==> src/rtl/tach_pkg.sv <==
package tach_pkg;
    typedef enum logic [1:0] {
        CH_IDLE,
        CH_COUNT,
        CH_CAPTURED,
        CH_EXPIRED
    } ch_state_e;

    // Per-channel register offsets within a channel's address window
    localparam int OFS_CNT    = 0;
    localparam int OFS_CAP    = 1;
    localparam int OFS_LIM    = 2;
    localparam int CH_STRIDE  = 3;
    // Shared registers
    localparam int ADR_PRESC  = 8;
    localparam int ADR_RUN    = 9;
    localparam int ADR_FLAGS  = 10;
    localparam int ADR_CLEAR  = 11;
    localparam int ADR_ENABLE = 12;
endpackage

==> src/rtl/tach_sync.sv <==
module tach_sync (
    input  logic clk,
    input  logic rst_n,
    input  logic din,
    output logic rise
);
    logic meta_q, sync_q, prev_q;

    always_ff @(posedge clk or negedge rst_n) begin
        if (!rst_n) begin
            meta_q <= 1'b0;
            sync_q <= 1'b0;
            prev_q <= 1'b0;
        end else begin
            meta_q <= din;
            sync_q <= meta_q;
            prev_q <= sync_q;
        end
    end

    assign rise = sync_q & ~prev_q;

    // a rise is a single-cycle pulse
    p_rise_single_r12: assert property (@(posedge clk) disable iff (!rst_n)
        rise |=> !rise);
endmodule

==> src/rtl/tach_prescaler.sv <==
module tach_prescaler #(
    parameter int PW = 8
) (
    input  logic          clk,
    input  logic          rst_n,
    input  logic          en,
    input  logic [PW-1:0] div,
    output logic          tick
);
    logic [PW-1:0] pc_q;

    always_ff @(posedge clk or negedge rst_n) begin
        if (!rst_n)          pc_q <= '0;
        else if (!en)        pc_q <= '0;
        else if (pc_q >= div) pc_q <= '0;
        else                 pc_q <= pc_q + 1'b1;
    end

    assign tick = en && (pc_q >= div);

    // with a nonzero divide value, ticks never come back to back
    p_tick_spacing_r3: assert property (@(posedge clk) disable iff (!rst_n)
        (tick && div != '0 && en) |=> (!tick || $changed(div)));
endmodule

==> src/rtl/tach_channel.sv <==
module tach_channel
    import tach_pkg::*;
#(
    parameter int CW = 16
) (
    input  logic          clk,
    input  logic          rst_n,
    input  logic          run,
    input  logic          tick,
    input  logic          rise,
    input  logic          wr_cnt,
    input  logic          wr_cap,
    input  logic          wr_lim,
    input  logic [CW-1:0] wdata,
    output logic [CW-1:0] cnt,
    output logic [CW-1:0] cap,
    output logic [CW-1:0] lim,
    output logic          counting,
    output logic          ev_cap,
    output logic          ev_to,
    output logic          ev_miss
);
    ch_state_e st_q, st_d;
    logic [CW-1:0] cnt_q, cap_q, lim_q;
    logic active, at_lim;

    assign active = (st_q == CH_COUNT) && run && !wr_cnt;
    assign at_lim = (cnt_q == lim_q);

    // next-state logic
    always_comb begin
        st_d = st_q;
        unique case (st_q)
            CH_IDLE:     if (run && !wr_cnt) st_d = CH_COUNT;
            CH_COUNT: begin
                if (wr_cnt || !run) st_d = CH_IDLE;
                else if (rise)      st_d = CH_CAPTURED;
                else if (at_lim)    st_d = CH_EXPIRED;
            end
            CH_CAPTURED: if (wr_cnt) st_d = CH_IDLE;
            CH_EXPIRED:  if (wr_cnt) st_d = CH_IDLE;
        endcase
    end

    // state register
    always_ff @(posedge clk or negedge rst_n) begin
        if (!rst_n) st_q <= CH_IDLE;
        else        st_q <= st_d;
    end

    // datapath outputs
    always_ff @(posedge clk or negedge rst_n) begin
        if (!rst_n) begin
            cnt_q <= '1;
            cap_q <= '1;
            lim_q <= '0;
        end else begin
            if (wr_cnt)
                cnt_q <= wdata;
            else if (active && !rise && !at_lim && tick)
                cnt_q <= cnt_q - 1'b1;
            if (active && rise)
                cap_q <= cnt_q;
            else if (wr_cap)
                cap_q <= wdata;
            if (wr_lim)
                lim_q <= wdata;
        end
    end

    assign ev_cap   = active && rise;
    assign ev_to    = active && !rise && at_lim;
    assign ev_miss  = rise && !wr_cnt &&
                      ((st_q == CH_CAPTURED) || (st_q == CH_EXPIRED));
    assign counting = (st_q == CH_COUNT);
    assign cnt = cnt_q;
    assign cap = cap_q;
    assign lim = lim_q;

    p_capture_copies_r4: assert property (@(posedge clk) disable iff (!rst_n)
        ev_cap |=> (cap_q == $past(cnt_q)));
    p_halt_holds_r4: assert property (@(posedge clk) disable iff (!rst_n)
        ((st_q == CH_CAPTURED || st_q == CH_EXPIRED) && !wr_cnt) |=> $stable(cnt_q));
    p_expire_at_limit_r5: assert property (@(posedge clk) disable iff (!rst_n)
        (ev_to && !wr_lim) |=> (cnt_q == lim_q && st_q == CH_EXPIRED));
    p_single_step_r3: assert property (@(posedge clk) disable iff (!rst_n)
        !wr_cnt |=> (cnt_q == $past(cnt_q) || cnt_q == $past(cnt_q) - 1'b1));
    p_stop_holds_r6: assert property (@(posedge clk) disable iff (!rst_n)
        (!run && !wr_cnt) |=> $stable(cnt_q));
    p_one_event_r4: assert property (@(posedge clk) disable iff (!rst_n)
        !(ev_cap && ev_to));
endmodule

==> src/rtl/tach_timer.sv <==
module tach_timer
    import tach_pkg::*;
#(
    parameter int NUM_CH = 2,
    parameter int CW     = 16,
    parameter int PW     = 8,
    parameter int AW     = 4
) (
    input  logic              clk,
    input  logic              rst_n,
    input  logic              wr_en,
    input  logic [AW-1:0]     addr,
    input  logic [CW-1:0]     wdata,
    output logic [CW-1:0]     rdata,
    input  logic [NUM_CH-1:0] tach_in,
    output logic              irq
);
    localparam int FW = 3 * NUM_CH;

    logic [PW-1:0]     presc_q;
    logic [NUM_CH-1:0] run_q;
    logic [FW-1:0]     flags_q, en_q, set_vec, clr_vec;
    logic              tick, any_run;

    logic [CW-1:0]     cnt_v [NUM_CH];
    logic [CW-1:0]     cap_v [NUM_CH];
    logic [CW-1:0]     lim_v [NUM_CH];
    logic [NUM_CH-1:0] cnt_on, ev_cap, ev_to, ev_miss;

    tach_prescaler #(.PW(PW)) u_presc (
        .clk  (clk),
        .rst_n(rst_n),
        .en   (any_run),
        .div  (presc_q),
        .tick (tick)
    );

    assign any_run = |cnt_on;

    for (genvar c = 0; c < NUM_CH; c++) begin : g_ch
        logic rise_c;
        logic sel_cnt, sel_cap, sel_lim;

        assign sel_cnt = wr_en && (addr == AW'(c * CH_STRIDE + OFS_CNT));
        assign sel_cap = wr_en && (addr == AW'(c * CH_STRIDE + OFS_CAP));
        assign sel_lim = wr_en && (addr == AW'(c * CH_STRIDE + OFS_LIM));

        tach_sync u_sync (
            .clk  (clk),
            .rst_n(rst_n),
            .din  (tach_in[c]),
            .rise (rise_c)
        );

        tach_channel #(.CW(CW)) u_ch (
            .clk     (clk),
            .rst_n   (rst_n),
            .run     (run_q[c]),
            .tick    (tick),
            .rise    (rise_c),
            .wr_cnt  (sel_cnt),
            .wr_cap  (sel_cap),
            .wr_lim  (sel_lim),
            .wdata   (wdata),
            .cnt     (cnt_v[c]),
            .cap     (cap_v[c]),
            .lim     (lim_v[c]),
            .counting(cnt_on[c]),
            .ev_cap  (ev_cap[c]),
            .ev_to   (ev_to[c]),
            .ev_miss (ev_miss[c])
        );
    end

    assign set_vec = {ev_to, ev_miss, ev_cap};
    assign clr_vec = (wr_en && addr == AW'(ADR_CLEAR)) ? wdata[FW-1:0] : '0;

    always_ff @(posedge clk or negedge rst_n) begin
        if (!rst_n) begin
            presc_q <= '0;
            run_q   <= '0;
            en_q    <= '0;
            flags_q <= '0;
        end else begin
            if (wr_en && addr == AW'(ADR_PRESC))  presc_q <= wdata[PW-1:0];
            if (wr_en && addr == AW'(ADR_RUN))    run_q   <= wdata[NUM_CH-1:0];
            if (wr_en && addr == AW'(ADR_ENABLE)) en_q    <= wdata[FW-1:0];
            flags_q <= (flags_q & ~clr_vec) | set_vec;
        end
    end

    always_comb begin
        rdata = '0;
        for (int c = 0; c < NUM_CH; c++) begin
            if (addr == AW'(c * CH_STRIDE + OFS_CNT)) rdata = cnt_v[c];
            if (addr == AW'(c * CH_STRIDE + OFS_CAP)) rdata = cap_v[c];
            if (addr == AW'(c * CH_STRIDE + OFS_LIM)) rdata = lim_v[c];
        end
        if (addr == AW'(ADR_PRESC))  rdata = CW'(presc_q);
        if (addr == AW'(ADR_RUN))    rdata = CW'(run_q);
        if (addr == AW'(ADR_FLAGS))  rdata = CW'(flags_q);
        if (addr == AW'(ADR_ENABLE)) rdata = CW'(en_q);
    end

    assign irq = |(flags_q & en_q);

    // a flag stays set until a clear write names it
    p_flag_sticky_r9: assert property (@(posedge clk) disable iff (!rst_n)
        !(wr_en && addr == AW'(ADR_CLEAR)) |=> ((flags_q & $past(flags_q)) == $past(flags_q)));
    // irq needs a pending flag
    p_irq_needs_flag_r10: assert property (@(posedge clk) disable iff (!rst_n)
        irq |-> (flags_q != '0));
    // a timeout event leaves the flag set in the next cycle
    p_timeout_flag_r5: assert property (@(posedge clk) disable iff (!rst_n)
        (ev_to[0]) |=> flags_q[2*NUM_CH]);
endmodule

==> config.mk <==
export PLATFORM = sky130hd
export DESIGN_NAME = tach_timer
export DESIGN_NICKNAME = d
export VERILOG_FILES = /design/src/rtl/tach_pkg.sv /design/src/rtl/tach_sync.sv /design/src/rtl/tach_prescaler.sv /design/src/rtl/tach_channel.sv /design/src/rtl/tach_timer.sv
export SDC_FILE = /design/constraint.sdc
export NUM_CORES = 1
export LEC_CHECK = 0
export ABC_AREA = 1
export BUFFER_PORTS_ARGS = -buffer_cell sky130_fd_sc_hd__buf_2
export CAP_MARGIN = 40
export CORE_MARGIN = 4
export CORE_UTILIZATION = 55
export DETAILED_ROUTE_END_ITERATION = 6
export GPL_TIMING_DRIVEN = 0
export HOLD_SLACK_MARGIN = 0.03
export PLACE_DENSITY = 0.75
export SKIP_LAST_GASP = 1
export SYNTH_ARGS = -nofsm -noshare
export SYNTH_HDL_FRONTEND = slang
export SYNTH_HIERARCHICAL = 1
export SYNTH_SLANG_ARGS = --single-unit
==> constraint.sdc <==
create_clock -name clk -period 1.67 [get_ports clk]
set_input_delay 0 -clock clk [delete_from_list [all_inputs] [get_ports clk]]
set_output_delay 0 -clock clk [all_outputs]
set_load 0.005 [all_outputs]
# After elaboration in Yosys (flattened, before gate mapping)
# Index checks and enable logic that the tools add are counted.
dict set report word_totals {
  ff_bits 136
  out_inout_bits 17
}
dict set report op_classes {
  n_addsub 3
  order_cmp 1
  eq_ne 24
  muxes 33
  bitwise 8
  reduce_logical 56
}
# operator count
set ops {}
lappend ops {{16-bit two-way mux} 18}
lappend ops {{16-bit == test} 2}
lappend ops {{16-bit by 1-bit subtractor with 16-bit output, second input constant} 2}
lappend ops {{1-bit logical AND} 31}
lappend ops {{4-bit == test, second input constant} 5}
lappend ops {{2-bit two-way mux} 10}
lappend ops {{8-bit two-way mux} 2}
lappend ops {{6-bit bitwise AND} 2}
lappend ops {{2-bit one-hot mux with 3 select lines} 2}
lappend ops {{8-bit by 1-bit adder with 8-bit output, second input constant} 1}
lappend ops {{2-bit == test, second input constant} 4}
lappend ops {{4-bit by 2-bit == test with 1-bit output, second input constant} 2}
lappend ops {{4-bit by 3-bit == test with 1-bit output, second input constant} 2}
lappend ops {{8-bit greater-or-equal comparator} 1}
lappend ops {{1-bit zero test} 8}
lappend ops {{2-bit by 1-bit inequality test with 1-bit output, second input constant} 4}
lappend ops {{4-bit by 3-bit inequality test with 1-bit output, second input constant} 2}
lappend ops {{2-bit nonzero test} 4}
lappend ops {{6-bit two-way mux} 1}
lappend ops {{6-bit inverter} 1}
lappend ops {{6-bit OR} 1}
lappend ops {{3-bit AND reduction} 2}
lappend ops {{2-bit OR reduction} 3}
lappend ops {{6-bit OR reduction} 1}
lappend ops {{7 further kinds} 14}

# Logic depth before layout (Yosys ltp)
dict set report depth {
  depth_word 11
  ltp_mapped 16
  ltp_nobuf 15
}

# Modules after synthesis
# Netlist, hierarchy kept.
# mod n_inst cells_per_inst area_each_um2 seq_area_each_um2
set modules_own_cells {}
lappend modules_own_cells {tach_channel 2 421 2949.1 1291.2}
lappend modules_own_cells {tach_timer 1 318 1960.6 550.5}
lappend modules_own_cells {tach_prescaler 1 85 636.9 200.2}
lappend modules_own_cells {tach_sync 2 5 85.1 75.1}

# Least setup slack after synthesis
# OpenSTA, ideal clock, no wires.
dict set report synth_path {
  path_type {reg2reg}
  from {register u_presc.pc_q[5]}
  to {register g_ch[0].u_ch.cnt_q[5]}
  t_arrival_ps 1716
  required_ps 1609
  path_slack_ps -107
  path_stages_with_launch 13
  n_path_buf 1
  synth_period_minus_slack_ps 1777
  path_cell_list {dfrtp_1 -> ha_1 -> nand2_1 -> nor2_2 -> nand4_1 -> nand3_2 -> nand2_1 -> inv_1 -> nand3_4 -> nand2_4 -> buf_6 -> nand2_1 -> nand2_1}
}
dict set report synth_between {
  elab_chain_len 4
}
# item line
set synth_rtl {}
lappend synth_rtl {{start: declaration} tach_prescaler.sv:10} ;# logic [PW-1:0] pc_q;
lappend synth_rtl {{start signal: assignment} tach_prescaler.sv:16} ;# else pc_q <= pc_q + 1'b1;
lappend synth_rtl {{8-bit greater-or-equal comparator} tach_prescaler.sv:19} ;# assign tick = en && (pc_q >= div);
lappend synth_rtl {{1-bit logical AND} tach_prescaler.sv:19}
lappend synth_rtl {{named net tick} tach_timer.sv:23} ;# logic tick, any_run;
lappend synth_rtl {{1-bit logical AND} tach_channel.sv:60} ;# else if (active && !rise && !at_lim && tick)
lappend synth_rtl {{2-bit nonzero test (no line)} --}
lappend synth_rtl {{end signal: assignment} tach_channel.sv:59} ;# cnt_q <= wdata;
lappend synth_rtl {{end signal: assignment} tach_channel.sv:61} ;# cnt_q <= cnt_q - 1'b1;
lappend synth_rtl {{end: declaration} tach_channel.sv:24} ;# logic [CW-1:0] cnt_q, cap_q, lim_q;
# The timed path passes the listed nets, and every way through them passes these cells.
# A chain may end at the register's enable or synchronous reset.

# Final worst setup path
dict set report layout_path {
  from {register u_presc.pc_q[7]}
  to {register g_ch[1].u_ch.cnt_q[7]}
}
dict set report layout_between {
  elab_chain_len 4
}
# item line
set layout_rtl {}
lappend layout_rtl {{8-bit greater-or-equal comparator} tach_prescaler.sv:19}
lappend layout_rtl {{1-bit logical AND} tach_prescaler.sv:19}
lappend layout_rtl {{named net tick} tach_timer.sv:23}
lappend layout_rtl {{1-bit logical AND} tach_channel.sv:60}
lappend layout_rtl {{2-bit nonzero test (no line)} --}
lappend layout_rtl {{end signal: assignment} tach_channel.sv:59}
lappend layout_rtl {{end signal: assignment} tach_channel.sv:61}
lappend layout_rtl {{end: declaration} tach_channel.sv:24}
# The timed path passes the listed nets, and every way through them passes these cells.

==> results.md <==
* Status: finished, violations left
* Failing checks: negative setup slack
* NumNets Final at about 1400
* Maximum number of pins on one net before global-route repair at ~80
* DIE AREA at 17830 um^2
* Setup WS pre-CTS at -0.4198 ns
* CP max FO at 6
* Cell variety after synth at 39
* Final setup viols at 37
* Period utilization at 116.3%
* Wire length of the first global-routing pass at 40970 um
* GRT overflow at 0
* Total global-route track usage at ~29%
* Non-filler instance count after layout at 1606
* Seq cells post-synth at 136
* Power per cell area at 1505 nW/um^2
* Inserted Clock Buffers at 17
* Leakage at around 5.2 nW
* Antenna viol nets, final at 0
* TritonCTS clock tree: built
* Final wirelength at roughly 26000 um
* Psw at ~6.2 mW
* Commonest cells after routing, fill and taps aside: 408 x nand2_1, 130 x inv_1, 110 x nand3_1, 93 x nor2_1, 72 x dfrtp_1
* I/O Pins at between 40 and 50
* # DRC at 0
* Netlist Area Pre-Place at ~8700 um^2
* Final slew viol count at 0
* # rows at 45
* Seq pwr share at 37.0%
* Register area share after synthesis at ~40%
* Worst-case clock skew at approximately 0.012 ns
* Buffers on Ports at 41
* Final Wtd Congestion at ~0.91
* Required @ worst endpoint at just over 2 ns
* Combinational power share at a little under two fifths
* Yosys Warn Count at 6
* Post-route cell area at ~11000 um^2
* Worst setup SP type: flop
* Drt initial violations at 953
* ANT cells at 0
* Worst Hold Class: input port to async pin
* Final Critical Period at approximately 1.9 ns
* Syn_nets at roughly 1300
* RSZ-0062 raised after global routing: yes
* Worst EP arrival at around 2.3 ns
* Final setup TNS at -7.774 ns
* TritonRoute pass-1 iters at 6
* Core area at between 15000 and 20000 um^2
* Clk network pwr share at between 20% and 30%
* Clock input transition at the sequential cells of the worst setup and hold paths at approximately 0.060 ns
* Root Buffer: clkbuf_16
* Die H at about 130 um
* Crit path kind: flop to flop
* R2R Setup Slk at -0.27 ns
* Overall power at between 15 and 20 mW
* DP Area at around 9200 um^2
* DIE WIDTH at ~130 um
* Clock Tree Buf Depth at 2
* Avg Cell Area, Syn at a little under 7 um^2
* Net Sw Frac at a little under two fifths
* Initial Util at between 50% and 60%
* Peak supply drop at 0.001004 V
* Detailed Place HPWL at about 18000 um
* Commonest non-fill, non-tap cell in the layout: nand2_1
* Fin. Hold Viols at 0
* Vias in the first global route at approximately 8000
* P&R area growth vs syn at 23.69%
* Maxcap violations at 0
* Placed insts at 1508
* Clk sinks at 136
* Max Freq at a little over 500 MHz
* Drt wl/cell at between 15 and 20 um
* Fraction of layout cells with a size suffix above 1 at 25.66%
* Relative slew margins at roughly three fifths
* Setup WS post-layout at -0.2720 ns
* Internal Power at roughly 9.9 mW
* Vias per cell at roughly 5.5
* Slew @ Worst Pin at 0.5970 ns
* Clock Latency Late Sink at roughly 0.43 ns
* CTS H-tree depth at 4
* Post-Synthesis Cells at 1255
* Vias at between 8000 and 9000
* Initial antenna violation count at 0
* Worst Setup End Kind: flop
==> kinds of logic after synthesis <==
family	synth area share, %
adders and majority gates	1.588
xor gates and xnor gates	0.5053
and+or+nand+nor	36.44
DFF	40.20
AOI/OAI and AO/OA	10.60
buffers and inverters	10.41
muxes	0.2599
==> worst paths after layout <==
path | from | cells past startpoint | endpoint
min in group clk | addr[2] | 5 | run_q[1]$_DFFE_PN0P_
worst min register to register | g_ch[0].u_sync/meta_q$_DFF_PN0_ | 0 | g_ch[0].u_sync/sync_q$_DFF_PN0_
worst max-delay path | u_presc/pc_q[7]$_DFF_PN0_ | 12 | g_ch[1].u_ch/cnt[7]$_DFFE_PN1P_
max in group asynchronous | rst_n | 3 | g_ch[0].u_ch/cap[5]$_DFFE_PN1P_
worst min-delay path | rst_n | 2 | g_ch[0].u_ch/lim[8]$_DFFE_PN0P_
worst max register to register | u_presc/pc_q[7]$_DFF_PN0_ | 12 | g_ch[1].u_ch/cnt[7]$_DFFE_PN1P_
==> worst max-delay path: stages, from the launching register on <==
cell and delay [ns]:
dfrtp_1 0.43, ha_4 0.31, nand2_4 0.06, nor2_4 0.12, nand4_1 0.15, nand3_4 0.14
nand2_4 0.07, inv_6 0.08, nand3_4 0.14, nand2_4 0.14, buf_6 0.14, nand2_2 0.06
nand2_2 0.05
==> sequential cells by signal (all words and copies together), names as in the netlist <==
| name | count |
|---|---|
| g_ch.u_sync/meta_q | 2 |
| presc_q | 8 |
| g_ch.u_ch/st_q | 4 |
| g_ch.u_sync/prev_q | 2 |
| u_presc/pc_q | 8 |
| g_ch.u_ch/cap | 32 |
| g_ch.u_ch/lim | 32 |
| g_ch.u_ch/cnt | 32 |
| run_q | 2 |
| flags_q | 6 |
| en_q | 6 |
| g_ch.u_sync/sync_q | 2 |
==> power groups by stage <==
| stage | sequential (mW) | clock, mW | combinational, mW |
|---|---|---|---|
| 2_1_floorplan | 5.60 | 0 | 3.78 |
| 3_3_place_gp | 5.92 | 0 | 4.73 |
| 3_5_place_dp | 5.94 | 0 | 4.87 |
| 4_1_cts | 5.92 | 4.21 | 5.13 |
| 5_1_grt | 6.12 | 4.38 | 6.72 |
| 6_report | 5.97 | 4.15 | 6.01 |
==> Yosys cell counts, drive strengths merged <==
library cell	count	area [um^2]
mux2	2	22.52
a22o	1	8.760
o21bai	2	15.01
a21o	1	7.510
a21oi	38	190.2
inv	169	634.4
ha	11	137.6
o31ai	2	15.01
nor3	11	82.58
xor2	5	43.79
nand4	16	100.1
buf	18	148.9
nor4	1	6.260
nand3b	1	7.510
dfrtp	72	1802
dfstp	64	1682
o21ai	74	392.9
clkbuf	27	111.4
nand2	457	1768
nor2	122	518.0
a221oi	1	8.760
o221ai	32	280.3
clkinv	2	7.510
or2	8	50.05
nand3	118	625.6
==> layout make-up <==
class	instances	area (um^2)
inverter	171	651.9
fill	1288	4596
sequential	136	3483
multi-input combinational	903	4587
buffer	45	272.8
clock inverter	12	198.9
tap	211	264.0
clock buffer	20	446.7
timing repair buffer	108	814.5
==> repair_timing <==
item | in CTS | in global routing
gates cloned | 2 | 0
resized for setup | 23 | 89
setup buffers | 13 | 32
setup endpoints to repair | 35 | 70
hold buffers | 20 | 0
hold endpoints to repair | 161 | 0
pin swaps | 10 | 45
==> metrics by stage <==
| stage | hold slack [ns] | utilization (%) |
|---|---|---|
| finish | 0.1188 | 69.99 |
| global route | 0.1260 | 69.99 |
| CTS | 0.09817 | 66.62 |
| detailed placement | 0.002710 | 59.87 |
| global placement | 0.1089 | 59.65 |
| floorplan | -0.2956 | - |
==> per-layer routing <==
layer,share of wire (%),track usage [%]
met1,45,41.06
met2,46,44.36
met3,7.7,5.325
met4,1.9,9.314
met5,0,0
Note: power is estimated with default switching activity, not from simulation.
